File: config.mk
export PLATFORM = sky130hd
export DESIGN_NAME = cbist_ring_top
export DESIGN_NICKNAME = d
export VERILOG_FILES = /design/src/rtl/cbist_pkg.sv /design/src/rtl/cbist_cut.sv /design/src/rtl/cbist_ring.sv /design/src/rtl/cbist_ctrl.sv /design/src/rtl/cbist_ring_top.sv
export SDC_FILE = /design/constraint.sdc
export NUM_CORES = 1
export LEC_CHECK = 0
export BUFFER_PORTS_ARGS = -buffer_cell sky130_fd_sc_hd__buf_4
export CAP_MARGIN = 20
export CORE_MARGIN = 2
export CORE_UTILIZATION = 58
export CTS_CLUSTER_SIZE = 10
export DETAILED_ROUTE_END_ITERATION = 12
export HOLD_SLACK_MARGIN = 0.05
export PLACE_DENSITY = 0.95
export RECOVER_POWER = 25
export SETUP_SLACK_MARGIN = 0.15
export SLEW_MARGIN = 20
export SYNTH_ARGS = -nofsm -noshare
export SYNTH_HDL_FRONTEND = slang
export SYNTH_SLANG_ARGS = --single-unit
export TNS_END_PERCENT = 100
File: constraint.sdc
create_clock -name clk -period 4.2 [get_ports clk]
set_clock_uncertainty 0.2 [all_clocks]
set_input_delay 0.84 -clock clk [delete_from_list [all_inputs] [get_ports clk]]
set_output_delay 0.84 -clock clk [all_outputs]
set_load 0.03 [all_outputs]
File: src/rtl/cbist_pkg.sv
package cbist_pkg;

    typedef enum logic [1:0] {
        ST_IDLE,
        ST_INIT,
        ST_RUN,
        ST_READ
    } ctl_state_e;

    typedef enum logic [2:0] {
        M_SYS,
        M_SCAN,
        M_LOAD,
        M_BIST,
        M_HOLD
    } ring_mode_e;

endpackage

File: src/rtl/cbist_cut.sv
module cbist_cut #(
    parameter int W     = 8,
    parameter int P     = 4,
    parameter int TAP_A = 3,
    parameter int TAP_B = 1,
    parameter int TAP_C = 5
) (
    input  logic [W-1:0] state_i,
    input  logic [P-1:0] pi_i,
    output logic [W-1:0] next_o
);

    for (genvar i = 0; i < W; i++) begin : g_bit
        localparam int IA = (i + TAP_A) % W;
        localparam int IB = (i + TAP_B) % W;
        localparam int IC = (i + TAP_C) % W;
        localparam int IP = i % P;
        assign next_o[i] = state_i[IA] ^ (state_i[IB] & state_i[IC]) ^ pi_i[IP];
    end

endmodule

File: src/rtl/cbist_ring.sv
module cbist_ring
    import cbist_pkg::*;
#(
    parameter int W = 8
) (
    input  logic          clk,
    input  logic          rst_n,
    input  ring_mode_e    mode_i,
    input  logic [W-1:0]  fn_i,
    input  logic [W-1:0]  seed_i,
    input  logic          scan_in_i,
    output logic [W-1:0]  ring_o
);

    typedef struct packed {
        logic [W-1:0] ring;
    } ring_regs_t;

    ring_regs_t r_d, r_q;
    logic [W-1:0] prev_cell;

    assign prev_cell = {r_q.ring[W-2:0], r_q.ring[W-1]};

    always_comb begin
        r_d = r_q;
        unique case (mode_i)
            M_SYS:   r_d.ring = fn_i;
            M_SCAN:  r_d.ring = {r_q.ring[W-2:0], scan_in_i};
            M_LOAD:  r_d.ring = seed_i;
            M_BIST:  r_d.ring = fn_i ^ prev_cell;
            default: r_d.ring = r_q.ring;
        endcase
    end

    always_ff @(posedge clk) begin
        if (!rst_n) r_q <= '0;
        else        r_q <= r_d;
    end

    assign ring_o = r_q.ring;

    assert_seed_load_R4: assert property (@(posedge clk) disable iff (!rst_n)
        mode_i == M_LOAD |=> r_q.ring == $past(seed_i));

    assert_scan_entry_R3: assert property (@(posedge clk) disable iff (!rst_n)
        mode_i == M_SCAN |=> r_q.ring[0] == $past(scan_in_i));

    assert_scan_shift_R3: assert property (@(posedge clk) disable iff (!rst_n)
        mode_i == M_SCAN |=> r_q.ring[W-1:1] == $past(r_q.ring[W-2:0]));

    assert_hold_stable_R7: assert property (@(posedge clk) disable iff (!rst_n)
        mode_i == M_HOLD |=> $stable(r_q.ring));

endmodule

File: src/rtl/cbist_ctrl.sv
module cbist_ctrl
    import cbist_pkg::*;
#(
    parameter int W  = 8,
    parameter int CW = 12
) (
    input  logic          clk,
    input  logic          rst_n,
    input  logic          start_i,
    input  logic          scan_en_i,
    input  logic [CW-1:0] run_len_i,
    input  logic [W-1:0]  ring_i,
    output ring_mode_e    mode_o,
    output logic          busy_o,
    output logic          done_o,
    output logic [W-1:0]  sig_o
);

    typedef struct packed {
        ctl_state_e    state;
        logic [CW-1:0] cnt;
        logic [W-1:0]  sig;
        logic          done;
    } ctl_regs_t;

    ctl_regs_t c_d, c_q;

    always_comb begin
        c_d      = c_q;
        c_d.done = 1'b0;
        mode_o   = M_SYS;
        unique case (c_q.state)
            ST_IDLE: begin
                if (start_i) begin
                    c_d.state = ST_INIT;
                    c_d.cnt   = run_len_i;
                end else if (scan_en_i) begin
                    mode_o = M_SCAN;
                end
            end
            ST_INIT: begin
                mode_o    = M_LOAD;
                c_d.state = (c_q.cnt == '0) ? ST_READ : ST_RUN;
            end
            ST_RUN: begin
                mode_o  = M_BIST;
                c_d.cnt = c_q.cnt - CW'(1);
                if (c_q.cnt == CW'(1)) c_d.state = ST_READ;
            end
            ST_READ: begin
                mode_o    = M_HOLD;
                c_d.sig   = ring_i;
                c_d.done  = 1'b1;
                c_d.state = ST_IDLE;
            end
            default: c_d.state = ST_IDLE;
        endcase
    end

    always_ff @(posedge clk) begin
        if (!rst_n) begin
            c_q.state <= ST_IDLE;
            c_q.cnt   <= '0;
            c_q.sig   <= '0;
            c_q.done  <= 1'b0;
        end else begin
            c_q <= c_d;
        end
    end

    assign busy_o = (c_q.state != ST_IDLE);
    assign done_o = c_q.done;
    assign sig_o  = c_q.sig;

    assert_start_accept_R4: assert property (@(posedge clk) disable iff (!rst_n)
        (c_q.state == ST_IDLE && start_i) |=> c_q.state == ST_INIT);

    assert_busy_ignores_start_R8: assert property (@(posedge clk) disable iff (!rst_n)
        c_q.state != ST_IDLE |=> c_q.state != ST_INIT);

    assert_run_count_live_R6: assert property (@(posedge clk) disable iff (!rst_n)
        c_q.state == ST_RUN |-> c_q.cnt != '0);

    assert_done_single_R7: assert property (@(posedge clk) disable iff (!rst_n)
        c_q.done |=> !c_q.done);

    assert_done_from_read_R7: assert property (@(posedge clk) disable iff (!rst_n)
        c_q.done |-> $past(c_q.state) == ST_READ);

    assert_sig_hold_R7: assert property (@(posedge clk) disable iff (!rst_n)
        c_q.state != ST_READ |=> $stable(c_q.sig));

endmodule

File: src/rtl/cbist_ring_top.sv
module cbist_ring_top
    import cbist_pkg::*;
#(
    parameter int W  = 8,
    parameter int P  = 4,
    parameter int CW = 12
) (
    input  logic          clk,
    input  logic          rst_n,
    input  logic [P-1:0]  sys_in,
    input  logic          start,
    input  logic [CW-1:0] run_len,
    input  logic [W-1:0]  seed,
    input  logic          scan_en,
    input  logic          scan_in,
    output logic          scan_out,
    output logic [W-1:0]  state_o,
    output logic          busy,
    output logic          done,
    output logic [W-1:0]  signature
);

    localparam logic [P-1:0] PI_FORCE = '0;

    ring_mode_e   mode;
    logic [W-1:0] ring;
    logic [W-1:0] fn;
    logic [P-1:0] pi_eff;

    assign pi_eff = (mode == M_BIST) ? PI_FORCE : sys_in;

    cbist_cut #(.W(W), .P(P)) u_cut (
        .state_i (ring),
        .pi_i    (pi_eff),
        .next_o  (fn)
    );

    cbist_ring #(.W(W)) u_ring (
        .clk       (clk),
        .rst_n     (rst_n),
        .mode_i    (mode),
        .fn_i      (fn),
        .seed_i    (seed),
        .scan_in_i (scan_in),
        .ring_o    (ring)
    );

    cbist_ctrl #(.W(W), .CW(CW)) u_ctrl (
        .clk       (clk),
        .rst_n     (rst_n),
        .start_i   (start),
        .scan_en_i (scan_en),
        .run_len_i (run_len),
        .ring_i    (ring),
        .mode_o    (mode),
        .busy_o    (busy),
        .done_o    (done),
        .sig_o     (signature)
    );

    assign scan_out = ring[W-1];
    assign state_o  = ring;

    assert_forced_inputs_R5: assert property (@(posedge clk) disable iff (!rst_n)
        mode == M_BIST |-> pi_eff == PI_FORCE);

endmodule

# ---- After elaboration in Yosys (flattened, before gate mapping)
# Index checks and enable logic that the tools add are counted.
# Widths: inputs -> output; s select.
dict set report totals {
  register_bits 31
}
dict set report op_classes {
  addsub 1
  eq_ne 9
  n_mux 11
  bitwise 21
  reduce_logical 8
}
# operator count
set op_table {}
lappend op_table {{$pmux 8 s4} 1}
lappend op_table {{$pmux 12 s2} 1}
lappend op_table {{$xor 1x1->1} 16}
lappend op_table {{$mux 14} 1}
lappend op_table {{$eq 12x1->1 const B} 1}
lappend op_table {{$logic_not 12->1} 1}
lappend op_table {{$pmux 3 s4} 1}
lappend op_table {{$sub 12x1->12 const B} 1}
lappend op_table {{$pmux 2 s4} 1}
lappend op_table {{$xor 8x8->8} 1}
lappend op_table {{$eq 3x2->1 const B} 2}
lappend op_table {{$and 1x1->1} 4}
lappend op_table {{$eq 2x2->1 const B} 2}
lappend op_table {{$mux 4} 1}
lappend op_table {{$reduce_and 2->1} 2}
lappend op_table {{$reduce_bool 2->1} 2}
lappend op_table {{$reduce_bool 4->1} 1}
lappend op_table {{$eq 3x1->1 const B} 1}
lappend op_table {{$logic_not 3->1} 1}
lappend op_table {{$mux 1} 3}
lappend op_table {{$mux 3} 1}
lappend op_table {{$eq 2x1->1 const B} 1}
lappend op_table {{$logic_not 2->1} 1}
lappend op_table {{$mux 2} 1}
lappend op_table {{other kinds (2)} 2}

# ---- Depth between registers and ports, before layout
# Gate-level depths: netlist of the first run.
dict set report depth {
  word_depth 8
  ltp_mapped 8
  mapped_depth_nobuf 7
}

# ---- Modules after synthesis
# Synthesis of the first run repeated with hierarchy kept, for this count alone.
dict set report hier_totals {
  cells_unflattened 264
  hier_area_um2 2203.4
}
# mod instances cells_each area_each_um2
set modules_own_cells {}
lappend modules_own_cells {cbist_ctrl 1 166 1410.1}
lappend modules_own_cells {cbist_ring 1 72 573.0}
lappend modules_own_cells {cbist_cut 1 20 165.2}
lappend modules_own_cells {cbist_ring_top 1 6 55.1}

# ---- Least setup slack after synthesis of the first run
# Ideal clock, no wire load.
dict set report synth_timing {
  kind {input to register}
  from {input port scan_en}
  to {register u_ring.r_q (netlist bit u_ring.ring_o[3])}
  setup_ns 0.095
  arrival_time_ns 1.987
  t_required_ns 3.905
  path_slack_ns 1.917
  path_stages 6
  path_buffers 1
  cell_sequence {nor4bb_1 > or3_1 > clkbuf_1 > a211oi_1 > a211oi_1 > a221oi_1}
}
dict set report synth_between {
  elab_chain_len 8
  elab_cells_between_ends 12
  cone_classes {eq/ne: 3; mux: 5; bitwise: 2; reduce/logical: 2}
}
# item line
set synth_lines {}
lappend synth_lines {{start, declared} cbist_ring_top.sv:14} ;# input logic scan_en,
lappend synth_lines {{$mux 1 (*)} cbist_ctrl.sv:37} ;# end else if (scan_en_i) begin
lappend synth_lines {{$mux 3 (*)} cbist_ctrl.sv:34} ;# if (start_i) begin
lappend synth_lines {{$pmux 3 s4 (*)} cbist_ctrl.sv:32} ;# unique case (c_q.state)
lappend synth_lines {{$eq 3x2->1} {cbist_ring.sv:26, cbist_ring_top.sv:30}}
lappend synth_lines {{$mux 4} cbist_ring_top.sv:30} ;# assign pi_eff = (mode == M_BIST) ? PI_FORCE : sys_in;
lappend synth_lines {{$xor 1x1->1} cbist_cut.sv:18} ;# assign next_o[i] = state_i[IA] ^ (state_i[IB] & state_i[IC]) ^ pi_i[IP];
lappend synth_lines {{$xor 8x8->8} cbist_ring.sv:30} ;# M_BIST: r_d.ring = fn_i ^ prev_cell;
lappend synth_lines {{$pmux 8 s4} cbist_ring.sv:26} ;# unique case (mode_i)
lappend synth_lines {{end signal, assigned} cbist_ring.sv:37} ;# else r_q <= r_d;
lappend synth_lines {{end, declared} cbist_ring.sv:19} ;# ring_regs_t r_d, r_q;
# Every way passes the cells marked *; elsewhere a longest branch is shown, timed or not.
# A chain may end at the register's enable or synchronous reset.

# ---- Worst setup path in the final report of the first run
dict set report layout_timing {
  from {register u_ctrl.c_q[21] in the netlist's numbering}
  to {register u_ctrl.c_q[9] in the netlist's numbering}
}
dict set report layout_between {
  elab_chain_len 3
  elab_cells_between_ends 6
  cone_classes {eq/ne: 2; mux: 1; reduce/logical: 3}
}
# item line
set layout_lines {}
lappend layout_lines {{start, declared} cbist_ctrl.sv:26} ;# ctl_regs_t c_d, c_q;
lappend layout_lines {{$eq 2x2->1 or $logic_not 2->1 (tied branches)} cbist_ctrl.sv:32}
lappend layout_lines {{$reduce_bool 2->1 (no line) or $ne 2x2->1 (tied branches)} -}
lappend layout_lines {{$reduce_and 2->1 (no line)} -}
# Several ways; a longest one is shown, not always the timed one.

==> results of run 1 <==
-- worst max-delay path, cell delays in order (launching register included) --
cell	delay [ps]
dfxtp_1	370
inv_1	160
ha_1	630
inv_1	380
o21ai_1	860
o21ai_0	220
a221oi_1	320
-- registers in the layout, indices dropped and copies added, names as in the netlist --
register       flops
u_ctrl.done_o      1
u_ctrl.c_q        14
u_ring.ring_o      8
u_ctrl.sig_o       8
-- metal layers --
metal	vias to the layer above	share of wire, %	track usage [%]
li1	1011	-	-
met1	964	42	37.98
met2	112	48	43.23
met3	7	9.5	4.577
met4	0	0.90	7.181
met5	-	0	0
-- worst paths after layout --
path                                      end  slack [ps]  cells after the start
setup / recovery   u_ctrl.c_q[9]$_SDFFE_PN0P_         970                      6
hold / removal    u_ctrl.c_q[13]$_SDFFE_PN0P_         280                      2
setup reg to reg   u_ctrl.c_q[9]$_SDFFE_PN0P_         970                      6
hold reg to reg   u_ctrl.c_q[13]$_SDFFE_PN0P_         280                      2
-- power breakdown --
part	leakage (nW)	switching (mW)	internal, mW
registers	0.254	0.139	0.384
logic	0.703	0.691	0.442
clock network	0.0386	0.104	0.0985
total	0.996	0.935	0.924
-- logic make-up after synthesis --
| family | count (synthesis) | synth area share [%] |
|---|---|---|
| compound gates | 95 | 30.50 |
| xor+xnor | 10 | 4.162 |
| fa+ha+maj | 11 | 6.540 |
| buf+inv | 36 | 8.561 |
| flops | 31 | 29.49 |
| mux | 16 | 7.610 |
| simple gates | 58 | 13.14 |
-- cell type report --
cell class / instances / share of cell area [%]
clock buffer: 8 / 2.806
inverter: 14 / 2.143
multi-input combinational: 190 / 53.16
sequential: 31 / 25.31
tap: 46 / 2.347
timing repair buffer: 48 / 14.23
-- cells in the mapped netlist (2+ instances only) --
| library cell | n |
|---|---|
| inv_1 | 13 |
| o2bb2ai_1 | 2 |
| buf_4 | 9 |
| nor4_1 | 2 |
| nand2_1 | 17 |
| or3_1 | 2 |
| ha_1 | 11 |
| a21oi_1 | 20 |
| nor3_1 | 5 |
| xnor2_1 | 3 |
| dfxtp_1 | 31 |
| a211o_1 | 6 |
| o21ai_0 | 19 |
| nor2_1 | 20 |
| a22oi_1 | 8 |
| nand3_1 | 3 |
| xor2_1 | 7 |
| a211oi_1 | 18 |
| mux2i_1 | 16 |
| a31oi_1 | 3 |
| clkbuf_1 | 11 |
| nand2b_1 | 2 |
| o32ai_1 | 3 |
| a2111oi_0 | 2 |
| a221oi_1 | 2 |
-- through the flow --
step	setup slack (ps)	area (sq um)
floorplan	1917	2105
global route	605.9	2452
finish	970.2	2452
global placement	1205	2395
CTS	1041	2464
detailed placement	1065	2395
==> results.toml, run 1 <==
[die]
fp-row-count = 21
dieArea_sq_um = 4126
die_w_um = 64.24
top_level_ports = 48
die_h_um = 64.24
core_sq_um = 3416
initial_core_util_pct = 61.61

[cells_and_area]
layout-drive-gt1-share_pct = 19.24
area_growth_pct = 16.53
fin_cells = 337
utilization_pct = 71.79
layout_commonest_cell = "buf_4"
regArea_sq_um = 620.6
multi_input_area_sq_um = 1304
final_cell_mix = "buf_4, dfxtp_1, nor2_1, a21oi_1, o21ai_0"
diodes = 0
layout.nets = 330
n_fill_cell = 268

[logic_synthesis]
yosys-top-cells-area = "dfxtp_1, mux2i_1, ha_1"
syn_avg_cell_area_sq_um = 8.189
yosys.area.top_type = "dfxtp_1"
syn-cell-area_sq_um = 2105
synthArstFlopShare_pct = 0
yosysSeqAreaShare_pct = 29.49
synth_ff_type = "dfxtp_1"
yosys.area.top_type_share_pct = 29.49
netlist_instances = 257
synth.distinct_cells = 47
synth_warnings = 0
synth_fp_nets = 297
synth_enable_flop_cells = 0
ys_ff_latch = 31

[clock_network]
h-tree-depth = 2
cts_setup_buffers = 0
numCtsBuffers = 5
clk_latency_ps = 320
clockBufferDepth = 2
clock-sinks = 31
path_clk_slew_ps = 110
cts-resized-gates = 0
cts_tree = "yes"
postCtsHoldBufs = 0
cts-root-buf = "clkbuf_4"

[detailed_routing]
drc = 0
drtIter0Drc = 245
drt-total-wl_mm = 5.325
vias = 2094
post_drt_wl_per_cell_um = 15.80
ant_nets = 0
vias_per_cell = 6.214
dr.pass1.iters = 5

[global_route]
grt_overflow = 0
track_usage_pct = 27.16
grt_first_pass_wirelength_mm = 8.928
antenna_found_initial = 0
grt_max_degree = 24
grt_pass1_vias = 1962

[timing]
final_max_slew_viol_count = 0
rsz0062_at_grt = "no"
fin_crit_sh_pct = 76.90
tightest_slew_ps = 980.7
tns_ps = 0
finalSetupViolCount = 0
fin_hold_ws_ps = 283.2
slew_headroom_pct = 34.18
period_needed_ps = 3230
hold_violations = 0
fmax_mhz = 309.6

[flow_run]
drv_cap = 0

[power_and_ir_drop]
power_mw = 1.859
power.density_nw_per_um2 = 758.1
power.leakage_nw = 0.9960
ir_drop_uv = 437.4

[outcome]
status = "finished, final reports clean"

[place]
place_hpwl_mm = 3.876
dp_cells = 329
gp_congestion = 0.9140
portBuffers = 47

[setup_path]
critPathMaxFanout = 23
r2r_start = "u_ctrl.c_q[21]$_SDFFE_PN0P_"
critPathLaunch = "u_ctrl.c_q[21]$_SDFFE_PN0P_"
cp-end-kind = "register"
criticalPathCategory = "register to register"
start_kind = "register"
required_ps = 4240
cp_data_arrival_time_ps = 3270

[hold_path]
min_path_type = "register to register"
hold_start = "u_ctrl.c_q[13]$_SDFFE_PN0P_"
(Power assumes the default switching activity.)
==> run 2: changes to the inputs <==
- CORE_UTILIZATION: 58 -> 49
- PLACE_DENSITY: 0.95 -> 0.87
- clock period: 4.2 -> 2.82 ns (I/O delays scaled with it)
==> results.toml, run 2 (synthesized netlist as in run 1, its figures left out) <==
[clock_network]
h-tree-depth = 2
clk_latency_ps = 280
cts_setup_buffers = 0
clockBufferDepth = 2
clock-sinks = 31
postCtsHoldBufs = 0
cts-resized-gates = 0
cts-root-buf = "clkbuf_8"
path_clk_slew_ps = 70
cts_tree = "yes"
numCtsBuffers = 5

[cells_and_area]
fin_cells = 345
layout-drive-gt1-share_pct = 17.97
layout_commonest_cell = "buf_4"
final_cell_mix = "buf_4, dfxtp_1, nor2_1, a21oi_1, o21ai_0"
area_growth_pct = 18.43
layout.nets = 334
largest_register_ffs = 14
design_area_sq_um = 2492
top_register = "u_ctrl.c_q"
utilization_pct = 61.42
diodes = 0

[timing]
fmax_mhz = 418.8
tns_ps = 0
fin_hold_ws_ps = 285.4
fin_crit_sh_pct = 84.68
layout_setup_ws_ps = 432.2
slew_headroom_pct = 47.52
hold_violations = 0
tightest_slew_ps = 778.9
final_max_slew_viol_count = 0
finalSetupViolCount = 0
period_needed_ps = 2388
rsz0062_at_grt = "no"

[detailed_routing]
drt-total-wl_mm = 5.606
dr.pass1.iters = 5
vias_per_cell = 6.180
post_drt_wl_per_cell_um = 16.25
drc = 0
drtIter0Drc = 213
ant_nets = 0
vias = 2132

[flow_run]
drv_cap = 0

[global_route]
grt_first_pass_wirelength_mm = 9.273
antenna_found_initial = 0
grt_pass1_vias = 1984
track_usage_pct = 23.40
grt_overflow = 0
grt_max_degree = 23

[setup_path]
slowest_stage = "or3_1"
cp_data_arrival_time_ps = 2380
criticalPathCategory = "register to register"
crit_chain = "inv_1 > ha_1 > or3_1 > a211oi_1 > a211oi_1 > a221oi_1"
start_kind = "register"
critPathMaxFanout = 8
cp-end-kind = "register"
critPathBufInv = 1
critical_path.max_stage_delay_ps = 540
crit_top_cell = "a211oi_1"
required_ps = 2810
crit_family = "compound AO/OA/AOI/OAI gates"

[place]
place_hpwl_mm = 3.938
gp_congestion = 0.9284
placed_area_sq_um = 2430
portBuffers = 47
dp_cells = 337
post-place-ws_ps = 473.8

[die]
die_h_um = 69.54
die_w_um = 69.54
initial_core_util_pct = 51.87
core_sq_um = 4058
dieArea_sq_um = 4835
fp-row-count = 23
top_level_ports = 48

[power_and_ir_drop]
power.leakage_nw = 0.9992
power_mw = 2.894
power.density_nw_per_um2 = 1161
ir_drop_uv = 608.8

[hold_path]
min_path_type = "register to register"

[outcome]
status = "finished, final reports clean"
==> run 2: cell count changes in the layout (fill, tap and decap cells not counted) <==
cell      previous run  this run
buf_4               45        42
clkbuf_1             4        11
clkbuf_4             5         0
clkbuf_8             2         7
==> run 2: power by group <==
| group | switching, mW | internal (mW) | total (mW) |
|---|---|---|---|
| Clock | 0.170 | 0.223 | 0.392 |
| Sequential | 0.211 | 0.572 | 0.783 |
| Combinational | 1.04 | 0.674 | 1.72 |
==> run 2: path summary, 6_finish.rpt <==
check                              start                       endpoint  slack, ps  depth (start not counted)
max          u_ctrl.c_q[22]$_SDFFE_PN0P_  u_ring.ring_o[3]$_SDFFE_PN0P_        430                          6
min          u_ctrl.c_q[13]$_SDFFE_PN0P_    u_ctrl.c_q[13]$_SDFFE_PN0P_        290                          2
max reg2reg  u_ctrl.c_q[22]$_SDFFE_PN0P_  u_ring.ring_o[3]$_SDFFE_PN0P_        430                          6
min reg2reg  u_ctrl.c_q[13]$_SDFFE_PN0P_    u_ctrl.c_q[13]$_SDFFE_PN0P_        290                          2
==> run 2: final cells by class <==
type	count	area [sq um]
fill	369	1565
tap	50	62.56
timing repair buffer	52	352.8
sequential	31	620.6
multi-input combinational	190	1304
inverter	14	52.55
clock buffer	8	100.1
==> run 2: worst min-delay path, stage by stage, from the launching register on <==
cell and delay [ps]:
dfxtp_1 310, o21ai_0 60, a21oi_1 60
==> run 2: metal layers <==
| layer | vias to the layer above | global-route usage [%] | part of all wire [%] |
|---|---|---|---|
| met4 | 0 | 8.279 | 1.4 |
| met3 | 9 | 4.215 | 7.1 |
| li1 | 1018 | - | - |
| met1 | 1008 | 31.56 | 43 |
| met2 | 97 | 37.50 | 49 |
| met5 | - | 0 | 0 |
==> run 3: changes to the inputs <==
- clock period: 2.82 -> 1.9 ns (I/O delays scaled with it)
==> results.toml, run 3 (synthesized netlist as in run 1, its figures left out) <==
[outcome]
status = "finished with violations"
violations = "negative setup slack"

[setup_path]
cp-end-kind = "register"
slowest_stage = "or4_4"
cp_data_arrival_time_ps = 2220
critPathLaunch = "u_ctrl.c_q[17]$_SDFFE_PN0P_"
r2r_cells = 4
crit_chain = "or4_4 > or3_4 > o31a_1 > a211oi_1"
r2r_start = "u_ctrl.c_q[17]$_SDFFE_PN0P_"
critPathMaxFanout = 5
required_ps = 1870
criticalPathCategory = "register to register"
start_kind = "register"
reg2reg_slack_ps = -350
critical_path.max_stage_delay_ps = 530

[hold_path]
min_path_type = "input port to register"
hold_start = "run_len[0]"
whs_path_depth = 3

[timing]
layout_setup_ws_ps = -350.8
finalSetupViolCount = 14
period_needed_ps = 2251
hold_violations = 0
rsz0062_at_grt = "yes"
fin_crit_sh_pct = 118.5
slew_headroom_pct = 61.71
final_max_slew_viol_count = 0
tightest_slew_ps = 573.7
fmax_mhz = 444.3

[place]
portBuffers = 47
place_hpwl_mm = 4.696
post-place-ws_ps = -163.7
gp_congestion = 0.9069

[die]
initial_core_util_pct = 51.87
die_w_um = 69.54
die_h_um = 69.54
top_level_ports = 48
core_sq_um = 4058
fp-row-count = 23
dieArea_sq_um = 4835

[clock_network]
h-tree-depth = 2
postCtsHoldBufs = 0
path_clk_slew_ps = 70
cts-root-buf = "clkbuf_8"
clockBufferDepth = 2
clk_latency_ps = 310
numCtsBuffers = 5
clock-sinks = 31
cts_tree = "yes"

[detailed_routing]
vias_per_cell = 6.364
drtIter0Drc = 247
drt-total-wl_mm = 8.362
post_drt_wl_per_cell_um = 20.70
drc = 0
vias = 2571
ant_nets = 0
dr.pass1.iters = 5

[power_and_ir_drop]
power.leakage_nw = 1.436
power.density_nw_per_um2 = 1865
ir_drop_uv = 1115

[cells_and_area]
layout_commonest_cell = "buf_4"
layout.nets = 393
area_growth_pct = 66.47
final_cell_mix = "buf_4, dfxtp_1, nor2_1"
top_register = "u_ctrl.c_q"
diodes = 0
largest_register_ffs = 14
utilization_pct = 86.34
layout-drive-gt1-share_pct = 51.98

[global_route]
grt_pass1_vias = 2535
grt_overflow = 0
antenna_found_initial = 0
track_usage_pct = 31.57
grt_first_pass_wirelength_mm = 12.16
grt_max_degree = 15

[flow_run]
drv_cap = 0
run 3: worst max-delay path, delay by kind of cell, from the launching register on:
kind	cells	cell delay (ps)
AOI/OAI and AO/OA	2	680
and+or+nand+nor	2	910
DFF	1	330
run 3: timing repair:
action                     4_1_cts  5_1_grt
pin swaps                       18       22
gates resized for setup         45       44
setup endpoints to repair       23       23
buffers inserted                 9        9
gates cloned                     3        0
run 3: per-stage QoR:
step | instance area [sq um] | TNS, ps | total power [mW] | hold slack [ps] | cells
2_1_floorplan | 2250 | -502.5 | 3.233 | 251.6 | 257
3_3_place_gp | 2878 | -906.9 | 4.410 | 272.7 | 375
3_5_place_dp | 2878 | -1651 | 4.532 | 280.5 | 375
4_1_cts | 3259 | -911.3 | 5.735 | 199.1 | 395
5_1_grt | 3503 | -2683 | 6.841 | 215.4 | 404
6_report | 3503 | -1816 | 6.533 | 204.7 | 404
run 3: area by class of cell:
| type | count | area [sq um] |
|---|---|---|
| multi-input cells | 190 | 1670 |
| repair buffers | 111 | 988.4 |
| flip-flops and latches | 31 | 634.4 |
| fillers | 207 | 554.3 |
| clock buffers | 7 | 76.32 |
| inverters | 14 | 66.31 |
| well taps | 50 | 62.56 |
| clock inverters | 1 | 5.005 |
run 3: report_power, final:
group / internal, mW / leakage [nW] / switching (mW)
Combinational: 2.36 / 1.14 / 2.50
Sequential: 0.871 / 0.257 / 0.266
Clock: 0.257 / 0.0422 / 0.283
run 3: worst paths after layout:
path                                  endpoint
setup / recovery   u_ctrl.c_q[21]$_SDFFE_PN0P_
hold / removal      u_ctrl.c_q[9]$_SDFFE_PN0P_
setup reg to reg   u_ctrl.c_q[21]$_SDFFE_PN0P_
hold reg to reg   u_ctrl.sig_o[0]$_SDFFE_PN0P_
run 3: routing by layer:
layer  vias up  share of wire (%)  GRT usage (%)
met5         -                  0              0
li1       1146                  -              -
met1      1205                 36          32.28
met3        46                8.8          6.831
met4         0                4.6          18.30
met2       174                 51          58.44
